**src/rtl/mbx_pkg.sv**
```systemverilog
// Package: shared codes for the nibble mailbox.
// Assumes four slots per mailbox, grouped into two pairs.
package mbx_pkg;
    localparam int SLOT_CNT   = 4;
    localparam int PAIR_CNT   = SLOT_CNT / 2;
    localparam int CODE_W     = 4;
    localparam int CODE_STAT  = 4;
    localparam int CODE_MASK  = 5;
    localparam int CODE_UNMSK = 6;
    localparam int HOST_MAX   = 4;
    localparam int AUD_MAX    = 6;
endpackage

```
**src/rtl/mbx_side_ctl.sv**
```systemverilog
// Module: per-side pointer register and access decode.
// Resolves priority between the three strobes (pointer write, data write,
// read), keeps the auto-incrementing pointer, and reports which slot,
// pair or control action the accepted access hits.
// Assumes that only accesses with a pointer inside the slot range advance.
module mbx_side_ctl #(
    parameter int CODE_W   = 4,
    parameter int SLOTS    = 4,
    parameter int MAX_CODE = 4
) (
    input  logic              clk,
    input  logic              rst_n,
    input  logic              ptr_we,
    input  logic              data_we,
    input  logic              data_re,
    input  logic [CODE_W-1:0] din,
    output logic [CODE_W-1:0] ptr,
    output logic              slot_wr,
    output logic              slot_rd,
    output logic [SLOTS/2-1:0] pair_wr,
    output logic [SLOTS/2-1:0] pair_rd,
    output logic              ctl_wr,
    output logic              err
);
    localparam int PAIRS = SLOTS / 2;
    localparam logic [CODE_W-1:0] SLOT_LIM = CODE_W'(SLOTS);
    localparam logic [CODE_W-1:0] CODE_LIM = CODE_W'(MAX_CODE);

    logic eff_we, eff_re, in_slots;

    // Priority: pointer write, then data write, then read.
    always_comb begin
        eff_we   = data_we & ~ptr_we;
        eff_re   = data_re & ~ptr_we & ~data_we;
        in_slots = ptr < SLOT_LIM;
        slot_wr  = eff_we & in_slots;
        slot_rd  = eff_re & in_slots;
        ctl_wr   = eff_we & ~in_slots & (ptr <= CODE_LIM);
        err      = ptr > CODE_LIM;
    end

    // Upper slot of each pair flags a completed pair.
    for (genvar k = 0; k < PAIRS; k++) begin : g_pair
        localparam logic [CODE_W-1:0] HI = CODE_W'(2 * k + 1);
        assign pair_wr[k] = slot_wr & (ptr == HI);
        assign pair_rd[k] = slot_rd & (ptr == HI);
    end

    // Pointer register: load on pointer write, advance on slot access.
    always_ff @(posedge clk) begin
        if (!rst_n)
            ptr <= '0;
        else if (ptr_we)
            ptr <= din;
        else if (slot_wr || slot_rd)
            ptr <= ptr + 1'b1;
    end
endmodule

```
**src/rtl/mbx_slots.sv**
```systemverilog
// Module: one mailbox of nibble slots, one write port, one read port.
// Assumes that the caller qualifies the write enable with a slot-range check.
module mbx_slots #(
    parameter int NIB_W = 4,
    parameter int SLOTS = 4,
    parameter int SEL_W = $clog2(SLOTS)
) (
    input  logic             clk,
    input  logic             rst_n,
    input  logic             we,
    input  logic [SEL_W-1:0] wr_sel,
    input  logic [NIB_W-1:0] din,
    input  logic [SEL_W-1:0] rd_sel,
    output logic [NIB_W-1:0] dout
);
    logic [NIB_W-1:0] mem [SLOTS];

    for (genvar i = 0; i < SLOTS; i++) begin : g_slot
        // Slot storage: clear on reset, load when selected.
        always_ff @(posedge clk) begin
            if (!rst_n)
                mem[i] <= '0;
            else if (we && wr_sel == SEL_W'(i))
                mem[i] <= din;
        end
    end

    // Read mux over the slots.
    always_comb dout = mem[rd_sel];
endmodule

```
**src/rtl/nibble_mailbox.sv**
```systemverilog
// Module: top of the two-way nibble mailbox.
// Holds the status flags, the pending interrupt and its mask, and the
// audio reset line. Builds each side's read data from its pointer.
// Assumes single-cycle register accesses on both buses.
module nibble_mailbox
    import mbx_pkg::*;
#(
    parameter int BUS_W = 8
) (
    input  logic             clk,
    input  logic             rst_n,
    input  logic             host_ptr_we,
    input  logic             host_data_we,
    input  logic             host_data_re,
    input  logic [BUS_W-1:0] host_wdata,
    output logic [BUS_W-1:0] host_rdata,
    output logic             host_mode_err,
    input  logic             aud_ptr_we,
    input  logic             aud_data_we,
    input  logic             aud_data_re,
    input  logic [BUS_W-1:0] aud_wdata,
    output logic [BUS_W-1:0] aud_rdata,
    output logic             aud_mode_err,
    output logic             aud_nmi,
    output logic             aud_reset
);
    localparam int SEL_W = $clog2(SLOT_CNT);
    localparam int STAT_W = 2 * PAIR_CNT;
    localparam logic [CODE_W-1:0] STAT_CODE = CODE_W'(CODE_STAT);
    localparam logic [CODE_W-1:0] SLOT_LIM  = CODE_W'(SLOT_CNT);

    logic [CODE_W-1:0]   h_nib, a_nib, h_ptr, a_ptr;
    logic                h_slot_wr, h_slot_rd, h_ctl_wr, a_slot_wr, a_slot_rd, a_ctl_wr;
    logic [PAIR_CNT-1:0] h_pair_wr, h_pair_rd, a_pair_wr, a_pair_rd;
    logic [CODE_W-1:0]   h2a_dout, a2h_dout;
    logic [STAT_W-1:0]   status_q;
    logic                nmi_req, nmi_en;

    assign h_nib = host_wdata[CODE_W-1:0];
    assign a_nib = aud_wdata[CODE_W-1:0];

    mbx_side_ctl #(.CODE_W(CODE_W), .SLOTS(SLOT_CNT), .MAX_CODE(HOST_MAX)) u_host (
        .clk(clk), .rst_n(rst_n), .ptr_we(host_ptr_we), .data_we(host_data_we),
        .data_re(host_data_re), .din(h_nib), .ptr(h_ptr), .slot_wr(h_slot_wr),
        .slot_rd(h_slot_rd), .pair_wr(h_pair_wr), .pair_rd(h_pair_rd),
        .ctl_wr(h_ctl_wr), .err(host_mode_err)
    );

    mbx_side_ctl #(.CODE_W(CODE_W), .SLOTS(SLOT_CNT), .MAX_CODE(AUD_MAX)) u_aud (
        .clk(clk), .rst_n(rst_n), .ptr_we(aud_ptr_we), .data_we(aud_data_we),
        .data_re(aud_data_re), .din(a_nib), .ptr(a_ptr), .slot_wr(a_slot_wr),
        .slot_rd(a_slot_rd), .pair_wr(a_pair_wr), .pair_rd(a_pair_rd),
        .ctl_wr(a_ctl_wr), .err(aud_mode_err)
    );

    // Host-to-audio mailbox: written by host, read by audio.
    mbx_slots #(.NIB_W(CODE_W), .SLOTS(SLOT_CNT)) u_h2a (
        .clk(clk), .rst_n(rst_n), .we(h_slot_wr), .wr_sel(h_ptr[SEL_W-1:0]),
        .din(h_nib), .rd_sel(a_ptr[SEL_W-1:0]), .dout(h2a_dout)
    );

    // Audio-to-host mailbox: written by audio, read by host.
    mbx_slots #(.NIB_W(CODE_W), .SLOTS(SLOT_CNT)) u_a2h (
        .clk(clk), .rst_n(rst_n), .we(a_slot_wr), .wr_sel(a_ptr[SEL_W-1:0]),
        .din(a_nib), .rd_sel(h_ptr[SEL_W-1:0]), .dout(a2h_dout)
    );

    for (genvar k = 0; k < PAIR_CNT; k++) begin : g_flag
        // Full toward audio: set by host pair write, cleared by audio pair read.
        always_ff @(posedge clk) begin
            if (!rst_n)
                status_q[k] <= 1'b0;
            else if (h_pair_wr[k])
                status_q[k] <= 1'b1;
            else if (a_pair_rd[k])
                status_q[k] <= 1'b0;
        end
        // Full toward host: set by audio pair write, cleared by host pair read.
        always_ff @(posedge clk) begin
            if (!rst_n)
                status_q[PAIR_CNT+k] <= 1'b0;
            else if (a_pair_wr[k])
                status_q[PAIR_CNT+k] <= 1'b1;
            else if (h_pair_rd[k])
                status_q[PAIR_CNT+k] <= 1'b0;
        end
    end

    // Pending interrupt: host pair write sets it, audio pair read clears it.
    always_ff @(posedge clk) begin
        if (!rst_n)
            nmi_req <= 1'b0;
        else if (|h_pair_wr)
            nmi_req <= 1'b1;
        else if (|a_pair_rd)
            nmi_req <= 1'b0;
    end

    // Interrupt mask: audio control writes with codes 5 and 6.
    always_ff @(posedge clk) begin
        if (!rst_n)
            nmi_en <= 1'b0;
        else if (a_ctl_wr && a_ptr == CODE_W'(CODE_MASK))
            nmi_en <= 1'b0;
        else if (a_ctl_wr && a_ptr == CODE_W'(CODE_UNMSK))
            nmi_en <= 1'b1;
    end

    // Audio reset line: level set by host control write with code 4.
    always_ff @(posedge clk) begin
        if (!rst_n)
            aud_reset <= 1'b0;
        else if (h_ctl_wr && h_ptr == STAT_CODE)
            aud_reset <= |h_nib;
    end

    assign aud_nmi = nmi_req & nmi_en;

    // Host read data: audio-to-host slot, status, or zero.
    always_comb begin
        host_rdata = '0;
        if (h_ptr < SLOT_LIM)
            host_rdata[CODE_W-1:0] = a2h_dout;
        else if (h_ptr == STAT_CODE)
            host_rdata[STAT_W-1:0] = status_q;
    end

    // Audio read data: host-to-audio slot, status, or zero.
    always_comb begin
        aud_rdata = '0;
        if (a_ptr < SLOT_LIM)
            aud_rdata[CODE_W-1:0] = h2a_dout;
        else if (a_ptr == STAT_CODE)
            aud_rdata[STAT_W-1:0] = status_q;
    end
endmodule

```
**config.mk**
```make
export PLATFORM = sky130hd
export DESIGN_NAME = nibble_mailbox
export DESIGN_NICKNAME = d
export VERILOG_FILES = /design/src/rtl/mbx_pkg.sv /design/src/rtl/mbx_side_ctl.sv /design/src/rtl/mbx_slots.sv /design/src/rtl/nibble_mailbox.sv
export SDC_FILE = /design/constraint.sdc
export NUM_CORES = 1
export LEC_CHECK = 0
export BUFFER_PORTS_ARGS = -buffer_cell sky130_fd_sc_hd__buf_2
export CELL_PAD_IN_SITES_DETAIL_PLACEMENT = 0
export CELL_PAD_IN_SITES_GLOBAL_PLACEMENT = 1
export CORE_UTILIZATION = 46
export CTS_BUF_LIST = sky130_fd_sc_hd__clkbuf_8
export DETAILED_ROUTE_END_ITERATION = 10
export GPL_TIMING_DRIVEN = 0
export PLACE_DENSITY_LB_ADDON = 0.12
export SETUP_SLACK_MARGIN = 0.15
export SYNTH_ARGS = -nofsm -noshare
export SYNTH_HDL_FRONTEND = slang
export SYNTH_SLANG_ARGS = --single-unit
export TNS_END_PERCENT = 10
```
**constraint.sdc**
```tcl
create_clock -name clk -period 1.85 [get_ports clk]
set_input_delay 0.37 -clock clk [delete_from_list [all_inputs] [get_ports clk]]
set_output_delay 0.37 -clock clk [all_outputs]
set_load 0.02 [all_outputs]
```
* After elaboration in Yosys (flattened, before gate mapping)
Memory sizes are Yosys's and may differ from the RTL's. A register that Yosys moved wholly into a read port is not among the register bits.
Cells that the tools add are included.
** Word-level totals
- Flip-flop bits (word level) :: 15
- Bits in writable memories :: 32
- Input port bits :: 24
- Word-level logic and storage cells :: 152
- Memories kept :: 2
** Cells by class
- $add $sub $neg :: 2
- $lt $le $gt $ge :: 6
- Equal/unequal tests :: 14
- Multiplexer cells :: 55
- Bitwise gates (word level) :: 38
- Reductions and logical operators :: 26
** Memory list
- u_a2h.mem :: words 4, width 4, read ports 1, clocked after memory_dff 1, wr ports 4, RTL line mbx_slots.sv:16 : logic [NIB_W-1:0] mem [SLOTS];
- u_h2a.mem :: words 4, width 4, read ports 1, clocked after memory_dff 1, wr ports 4, RTL line mbx_slots.sv:16
** Operators by type and width (number)
- 4-bit 2-to-1 mux :: 16
- 1-bit 2-to-1 mux :: 35
- 1-bit bitwise AND :: 23
- 4-bit by 3-bit == test with 1-bit output (second input constant) :: 4
- 2-bit nonzero test :: 7
- 1-bit logical AND :: 11
- 4-bit by 1-bit adder with 4-bit output (second input constant) :: 2
- 2-bit == test (second input constant) :: 4
- 4-bit by 1-bit == test with 1-bit output (second input constant) :: 2
- 4-bit by 2-bit == test with 1-bit output (second input constant) :: 2
- 4-bit by 3-bit > comparator with 1-bit output (second input constant) :: 2
- 4-bit by 3-bit <= comparator with 1-bit output (second input constant) :: 2
- 4-bit by 3-bit < comparator with 1-bit output (second input constant) :: 2
- 2-bit 2-to-1 mux :: 4
- 1-bit OR :: 8
- 1-bit NOT :: 7
- 2-bit OR reduction :: 3
- 2-bit by 1-bit == test with 1-bit output (second input constant) :: 2
- 2-bit logical NOT :: 2
- 4-bit OR reduction :: 1
- 1-bit logical OR :: 2

* Depth between registers and ports, before layout
Gate-level depths: netlist of run 1.
- Word-level depth :: 9
- Mapped depth :: 6

* By module
A second synthesis of run 1 with hierarchy kept.
** Second synthesis, totals
- Cells, all modules :: 228
- Area, all modules :: 2586.2 µm²
** By module, submodules not included
- mbx_slots :: instances 2, cells each 47, area each 760.7 µm², sequential area each 480.5 µm²
- nibble_mailbox :: instances 1, cells each 60, area each 466.7 µm², sequential area each 140.1 µm²
- mbx_side_ctl (u_host) :: instances 1, cells each 38, area each 302.8 µm², sequential area each 80.1 µm²
- mbx_side_ctl (u_aud) :: instances 1, cells each 36, area each 295.3 µm², sequential area each 80.1 µm²

* Worst setup path before layout of run 1
No wires, ideal clock.
- Path type :: register to output
- Start :: register with a tool-made name
- End :: output port host_rdata[2]
- Arrival :: 1.248 ns
- Required time :: 1.480 ns
- Setup slack :: 0.232 ns
- Cell stages (with the launch flop) :: 3
- Path buffers :: 0
- Path through :: dfxtp_1 -> mux4_2 -> a22o_1
** RTL lines
- to (decl) :: RTL line nibble_mailbox.sv:16 : output logic [BUS_W-1:0] host_rdata,

==> results of run 1 <==
[per-stage QoR]
stage / instances / power, W / setup TNS [ns] / utilization [%]
after CTS: 328 / 0.00250 / -0.773 / 57.0
final: 329 / 0.00251 / -0.701 / 57.5
after global placement: 319 / 0.00172 / -0.0772 / 53.6
after detailed placement: 319 / 0.00172 / -0.0791 / 53.6
after floorplan: 225 / 0.00160 / 0 / -
after global routing: 329 / 0.00261 / -1.07 / 57.5
[power by group through the flow]
stage / registers [W] / clock network (W) / logic, W
2_1_floorplan: 0.00133 / 0 / 0.000271
3_3_place_gp: 0.00134 / 0 / 0.000380
3_5_place_dp: 0.00134 / 0 / 0.000379
4_1_cts: 0.00132 / 0.000777 / 0.000408
5_1_grt: 0.00133 / 0.000825 / 0.000456
6_report: 0.00132 / 0.000773 / 0.000422
[flip-flops by register name (all words and copies together), names as in the netlist, named ones only]
register	flops
u_a2h.mem	16
u_h2a.mem	16
status_q	4
u_aud.ptr	4
u_host.ptr	4
aud_reset	1
nmi_en	1
nmi_req	1
[worst min path at each step]
stage          slack [ns]               to    startpoint  cells past startpoint
2_1_floorplan        0.44          nmi_req       nmi_req                      2
3_3_place_gp         0.45        aud_reset     aud_reset                      2
3_5_place_dp         0.46        aud_reset     aud_reset                      2
4_1_cts              0.40  u_a2h.mem[1][2]  aud_wdata[2]                      2
5_1_grt              0.42  u_a2h.mem[0][2]  aud_wdata[2]                      2
6_report             0.39     u_aud.ptr[3]  aud_wdata[3]                      3
[logic make-up after synthesis]
| family | Yosys count | share of synthesized area (%) |
|---|---|---|
| AND/OR/NAND/NOR | 90 | 20.7 |
| flip-flops | 51 | 52.1 |
| AO/OA/AOI/OAI | 33 | 9.63 |
| buffers and inverters | 24 | 5.40 |
| multiplexers | 11 | 8.17 |
| adder cells (fa/ha/maj) | 8 | 3.89 |
| other | 1 | 0.146 |
[timing repair]
| action | in CTS | in global routing |
|---|---|---|
| endpoints found under the setup margin | 22 | 30 |
| resized for setup | 25 | 8 |
| pin swaps | 6 | 1 |
| buffers inserted | 1 | 1 |
[metal layers]
layer	part of all wire (%)	vias up	track usage [%]
met3	5.2	6	3.21
met1	49	863	29.3
li1	-	876	-
met2	45	52	31.2
met5	0	-	0
met4	0.99	0	5.19
[worst max-delay path, stage by stage, from the launching register on]
cell and delay (ns):
dfxtp_4 0.40, mux4_2 0.51, a22o_1 0.23, buf_6 0.13
[final cells by class]
cell class | instances | area [um2] | share of cell area, %
sequential | 51 | 1360 | 45.0
multi-input combinational | 150 | 1150 | 38.1
timing repair buffer | 26 | 169 | 5.60
buffer | 17 | 118 | 3.90
tap | 70 | 87.6 | 2.91
clock buffer | 5 | 68.8 | 2.28
clock inverter | 3 | 41.3 | 1.37
inverter | 7 | 26.3 | 0.872
[placed cells by master (no fill, tap or decap), drive strengths merged, types with 2 or more instances in the layout]
master,n
conb,8
nor4b,3
mux4,8
nand3b,2
a22o,8
clkbuf,11
a211oi,2
and3,20
nor4,4
nor2b,3
a31o,2
dfxtp,19
edfxtp,32
nor2,8
o21ai,9
buf,37
a32o,2
inv,8
ha,8
nor3b,3
a21oi,2
nand3,6
nand2,19
a311oi,2
and2,18
or2,2
mux2i,3
==> flow_summary.ini, run 1 <==
[floorplan]
rows = 26
initial_utilization_pct = 49.1
dieArea_um2 = 5900
die_h_um = 76.8
io_pins = 44
die_x_um = 76.8
coreArea_um2 = 5240

[grt]
grt_max_degree = 17
grt_use_total_pct = 20.1
grt_pass1_vias = 1733
grt_pass1_wl_um = 9140
antenna_found_initial = 0
grt-ovfl-total = 0

[clocking]
cts_hold_buf = 0
htreeDepth = 2
cts_tree = yes
cts_num_sinks = 51
insertion_delay_ns = 0.31
clock_path_buffers = 2
cts_root_buffer = clkbuf_8
cts_made_buffers = 5
path_clk_slew_ns = 0.10

[finish]
fill_cells = 476
fin_area_um2 = 3010
diodes = 0
num-nets-final = 290
area_growth_pct = 17.1
drive_gt1_share_pct = 29.0

[logic_synthesis]
synth_top_flop_cell = edfxtp_1
netlist_top_cells_count = edfxtp_1, and3_1, dfxtp_1, nand2_1, and2_1
yosys_register_bits = 51
synth_most_common_cell = edfxtp_1
synth_top_cell_area_share_pct = 37.3
syn_area_per_cell_um2 = 11.8
yosysWarningCount = 0
synth_cells = 218
synth_area_leaders = edfxtp_1, dfxtp_1, mux4_2, and3_1, and2_1
yosys.area.top_type = edfxtp_1
async_reset_ff_share_pct = 0
yosysSeqAreaShare_pct = 52.1
netlist_area_um2 = 2570
synth_edf_count = 32
yosysUniqueCellTypes = 39

[pwr]
switching_power_w = 0.000658
vdd_drop_max_mv = 0.352
seq_power_share_pct = 52.4
p_per_area_nw_per_um2 = 833
intPower_w = 0.00185
p_sw_share_pct = 26.2
p_clk_share_pct = 30.8
pwr-share-comb_pct = 16.8
p_leak_nw = 1.31

[drt]
via_per_inst = 5.46
drc = 0
ant_nets = 0
num_vias = 1797
dr.pass1.iters = 4
wl_um = 5550
drtIter0Drc = 147
wl_per_cell_um = 16.9

[timing]
slew_headroom_pct = 58.8
min_period_ns = 1.96
fin_crit_sh_pct = 106
holdWs_ns = 0.387
fin_skew_ns = 0.00997
fmax_mhz = 510
setup_slack_ns = -0.111
slew_viol_final = 0
rsz0062_at_grt = true
setup_viol = 8
worstMarginPinSlew_ns = 0.610
hold_viol = 0

[critical_path]
start_kind = flip-flop
worstPathRequired_ns = 1.48
arrival_ns = 1.59
crit_end = host_rdata[2]
path_class = flip-flop to primary output
reg2reg_depth = 4
crit-reg2reg-launch = u_aud.ptr[3]
regToRegSetupSlack_ns = 0.18
critPathMaxFanout = 4
r2r-end = u_a2h.mem[1][1]
worst_setup_path_end_kind = primary output

[outcome]
status = complete, but fails checks
violations = negative setup slack

[min_path]
hold_class = input pin to flip-flop

[place]
dp_slack_ns = -0.0247
dp_hpwl_um = 4120
finalWeightedCongestion = 0.825
placed_area_um2 = 2810
portBuffers = 24

[flow_run]
max-cap-violations = 0
(Power assumes the default switching activity.)
==> run 2: changes to the inputs <==
CORE_UTILIZATION = 45   (was 46)
==> flow_summary.ini, run 2 (synthesis results as in run 1) <==
[outcome]
status = complete, but fails checks
violations = negative setup slack

[critical_path]
r2r-end = u_h2a.mem[0][1]
critPathMaxFanout = 4
arrival_ns = 1.56
worst_setup_path_end_kind = primary output
start_kind = flip-flop
crit_chain = mux4_2 -> a22o_1 -> buf_6
regToRegSetupSlack_ns = 0.27
reg2reg_depth = 5
cp_slowest_cell = mux4_2
crit-reg2reg-launch = u_host.ptr[3]
path_class = flip-flop to primary output
worstPathRequired_ns = 1.48
cp_slowest_stage_delay_ns = 0.51
cp.buffers_inverters = 1
worst_path_dominant_cell_family = multiplexers

[pwr]
p_leak_nw = 1.32
vdd_drop_max_mv = 0.427
total_power_w = 0.00242
p_per_area_nw_per_um2 = 796

[clocking]
htreeDepth = 2
cts_made_buffers = 5
clock_path_buffers = 2
cts_tree = yes
cts_root_buffer = clkbuf_8
path_clk_slew_ns = 0.09
insertion_delay_ns = 0.30
cts_num_sinks = 51

[timing]
fin_skew_ns = 0.00312
setup_slack_ns = -0.0827
setup_viol = 8
fmax_mhz = 517
slew_viol_final = 0
min_period_ns = 1.93
hold_viol = 0
fin_crit_sh_pct = 104
rsz0062_at_grt = true

[min_path]
hold_path_end = u_a2h.mem[0][0]
hold_class = input pin to flip-flop
min-delay-start = aud_wdata[0]
min_path_cells = 2

[finish]
final_core_util_pct = 55.1
num-nets-final = 292
diodes = 0
area_growth_pct = 17.9
layout_commonest_cell = edfxtp_1
fill_cells = 467
fin_area_um2 = 3040
drive_gt1_share_pct = 30.7
final_cell_mix = edfxtp_1, and3_1, nand2_1
reg.largest.list = u_a2h.mem x16, u_h2a.mem x16

[flow_run]
max-cap-violations = 0

[drt]
dr.pass1.iters = 4
ant_nets = 0
drc = 0
num_vias = 1781
via_per_inst = 5.35
drtIter0Drc = 109
wl_per_cell_um = 16.3
wl_um = 5440

[floorplan]
io_pins = 44
die_x_um = 77.6
initial_utilization_pct = 46.7
coreArea_um2 = 5510
die_h_um = 77.6
dieArea_um2 = 6030
rows = 27

[place]
portBuffers = 24
finalWeightedCongestion = 0.801
dp_hpwl_um = 4120
placed_area_um2 = 2810

[grt]
grt_use_total_pct = 19.3
antenna_found_initial = 0
grt_max_degree = 17
grt-ovfl-total = 0
grt_pass1_vias = 1618
grt_pass1_wl_um = 8730
[run 2: cell types whose count changed in the layout (fill, tap and decap cells not counted), sizes merged]
| cell | before | now |
|---|---|---|
| clkbuf | 11 | 12 |
| bufinv | 1 | 0 |
| inv | 8 | 7 |
| clkinv | 0 | 1 |
| buf | 37 | 39 |
[run 2: worst max path at each step]
stage | start | cells after the start | end
final | flip-flop | 3 | host_rdata[2]
after global routing | flip-flop | 3 | host_rdata[2]
after CTS | flip-flop | 3 | host_rdata[2]
after detailed placement | u_aud.ptr[2] | 4 | aud_rdata[1]
after global placement | u_aud.ptr[2] | 4 | aud_rdata[3]
after floorplan | flip-flop | 2 | host_rdata[2]
[run 2: worst reg2reg max path, stage by stage (launching register included)]
cell and delay (ns):
dfxtp_1 0.39, nor4b_4 0.44, and2_1 0.21, buf_6 0.13
buf_6 0.13, and3_1 0.16
[run 2: per-layer routing]
metal	up-vias	GRT usage (%)	share of wire [%]
met1	856	28.6	49
met4	0	4.53	0.26
met2	47	29.9	46
met3	2	2.71	4.4
met5	-	0	0
li1	876	-	-
[run 2: area by class of cell]
type / instances / area, um2 / area share [%]
plain buffers: 17 / 118 / 3.87
clock buffers: 6 / 82.6 / 2.72
clock inverters: 2 / 16.3 / 0.536
inverters: 7 / 26.3 / 0.866
multi-input cells: 150 / 1160 / 38.3
flip-flops and latches: 51 / 1360 / 44.7
well taps: 72 / 90.1 / 2.97
repair buffers: 28 / 184 / 6.06
[run 2: report_power, final]
group          switching, W  internal (W)
Sequential        0.0000470       0.00127
Clock              0.000365      0.000306
Combinational      0.000237      0.000192
Total              0.000649       0.00177
[run 2: per-stage QoR]
step | TNS, ns | setup slack [ns] | hold slack (ns) | cells
2_1_floorplan | 0 | 0.232 | 0.442 | 225
3_3_place_gp | -0.0930 | -0.0341 | 0.448 | 321
3_5_place_dp | -0.132 | -0.0383 | 0.449 | 321
4_1_cts | -0.631 | -0.104 | 0.411 | 332
5_1_grt | -0.954 | -0.137 | 0.421 | 333
6_report | -0.487 | -0.0827 | 0.412 | 333
[run 2: timing repair]
item	CTS	global route
gates resized for setup	25	11
setup endpoints to repair	28	33
buffers inserted	3	1
hold buffers	0	0
pin swaps	5	1
==> run 3: changes to the inputs <==
PLACE_DENSITY_LB_ADDON = 0.1   (was 0.12)
==> flow_summary.ini, run 3 (synthesis results as in run 1) <==
[outcome]
status = complete, but fails checks
violations = negative setup slack

[pwr]
p_leak_nw = 1.33
vdd_drop_max_mv = 0.506
p_per_area_nw_per_um2 = 867

[finish]
reg.largest.list = u_a2h.mem x16, u_h2a.mem x16
fill_cells = 464
diodes = 0
num-nets-final = 291
area_growth_pct = 19.7
drive_gt1_share_pct = 30.0
layout_commonest_cell = edfxtp_1
final_core_util_pct = 55.9
final_cell_mix = edfxtp_1, and3_1, nand2_1
fin_cells = 332

[place]
dp_hpwl_um = 4100
finalWeightedCongestion = 0.827
dp_cells = 321
portBuffers = 24

[timing]
finalSetupTns_ns = -0.639
fin_crit_sh_pct = 105
setup_viol = 8
fin_skew_ns = 0.00788
hold_viol = 0
rsz0062_at_grt = true
setup_slack_ns = -0.101
slew_viol_final = 0
min_period_ns = 1.95
fmax_mhz = 513

[floorplan]
rows = 27
coreArea_um2 = 5510
dieArea_um2 = 6030
die_x_um = 77.6
die_h_um = 77.6
initial_utilization_pct = 46.7
io_pins = 44

[drt]
drc = 0
via_per_inst = 5.32
ant_nets = 0
dr.pass1.iters = 4
num_vias = 1765
wl_um = 5550
drtIter0Drc = 129
wl_per_cell_um = 16.7

[clocking]
cts_hold_buf = 0
cts_root_buffer = clkbuf_8
path_clk_slew_ns = 0.10
insertion_delay_ns = 0.30
cts_tree = yes
cts_made_buffers = 5
cts_num_sinks = 51
clock_path_buffers = 2
htreeDepth = 2

[critical_path]
path_class = flip-flop to primary output
crit_chain = mux4_2 -> a22o_1 -> buf_6
r2r-end = u_h2a.mem[0][1]
crit-reg2reg-launch = u_host.ptr[2]
regToRegSetupSlack_ns = 0.27
cp_slowest_cell = mux4_2
start_kind = flip-flop
critPathMaxFanout = 4
crit_end = aud_rdata[3]
worst_setup_path_end_kind = primary output
reg2reg_depth = 5
cp_slowest_stage_delay_ns = 0.52
arrival_ns = 1.58
worstPathRequired_ns = 1.48

[grt]
grt_max_degree = 17
grt_pass1_vias = 1568
grt-ovfl-total = 0
grt_use_total_pct = 19.0
antenna_found_initial = 0
grt_pass1_wl_um = 8600

[flow_run]
max-cap-violations = 0

[min_path]
hold_class = input pin to flip-flop
==> run 3: cell types whose count changed in the layout (fill, tap and decap cells not counted), sizes merged <==
cell and delta:
clkbuf -1, clkinv -1, bufinv +2, buf -1
==> run 3: power by group <==
| part | total [W] | internal (W) | switching [W] |
|---|---|---|---|
| Clock | 0.000916 | 0.000539 | 0.000377 |
| Sequential | 0.00132 | 0.00127 | 0.0000487 |
| Combinational | 0.000437 | 0.000195 | 0.000242 |
==> run 3: timing repair <==
action | 4_1_cts | 5_1_grt
gates resized for setup | 26 | 9
setup endpoints to repair | 26 | 14
setup buffers | 2 | 1
pin swaps | 5 | 6
==> run 3: worst max-delay path, delay by kind of cell (launching register included) <==
family | cells | cell delay [ns]
DFF | 1 | 0.41
buffers and inverters | 1 | 0.13
AOI/OAI and AO/OA | 1 | 0.22
muxes | 1 | 0.52
==> run 3: area by class of cell <==
type                       count  area [um2]  share of cell area, %
clock buffer                   5        68.8                   2.23
timing repair buffer          27         183                   5.93
buffer                        17         115                   3.74
clock inverter                 3        67.6                   2.19
multi-input combinational    150        1170                   38.1
tap                           72        90.1                   2.92
sequential                    51        1360                   44.0
inverter                       7        26.3                  0.853
==> run 3: metrics by stage <==
step	total power [W]	hold slack (ns)	setup WS (ns)	instance area, um2
floorplan	0.00160	0.442	0.232	2600
global placement	0.00172	0.448	-0.0685	2810
detailed placement	0.00172	0.449	-0.0584	2810
CTS	0.00265	0.413	-0.121	3030
global route	0.00276	0.408	-0.147	3080
finish	0.00267	0.416	-0.101	3080
==> run 3: per-layer routing <==
layer  up-vias  global-route usage (%)  wire [um]
met3         7                    3.18        231
met2        43                    27.3       2390
li1        877                       -          -
met5         -                       0          0
met1       838                    29.7       2880
met4         0                    3.96         47
==> run 3: worst min path at each step <==
stage | slack [ns] | from | endpoint | cells after the start
6_report | 0.42 | aud_wdata[2] | u_a2h.mem[1][2] | 2
5_1_grt | 0.41 | host_data_we | aud_reset | 3
4_1_cts | 0.41 | host_wdata[3] | u_host.ptr[3] | 3
3_5_place_dp | 0.45 | aud_reset | aud_reset | 2
3_3_place_gp | 0.45 | aud_reset | aud_reset | 2
2_1_floorplan | 0.44 | nmi_req | nmi_req | 2
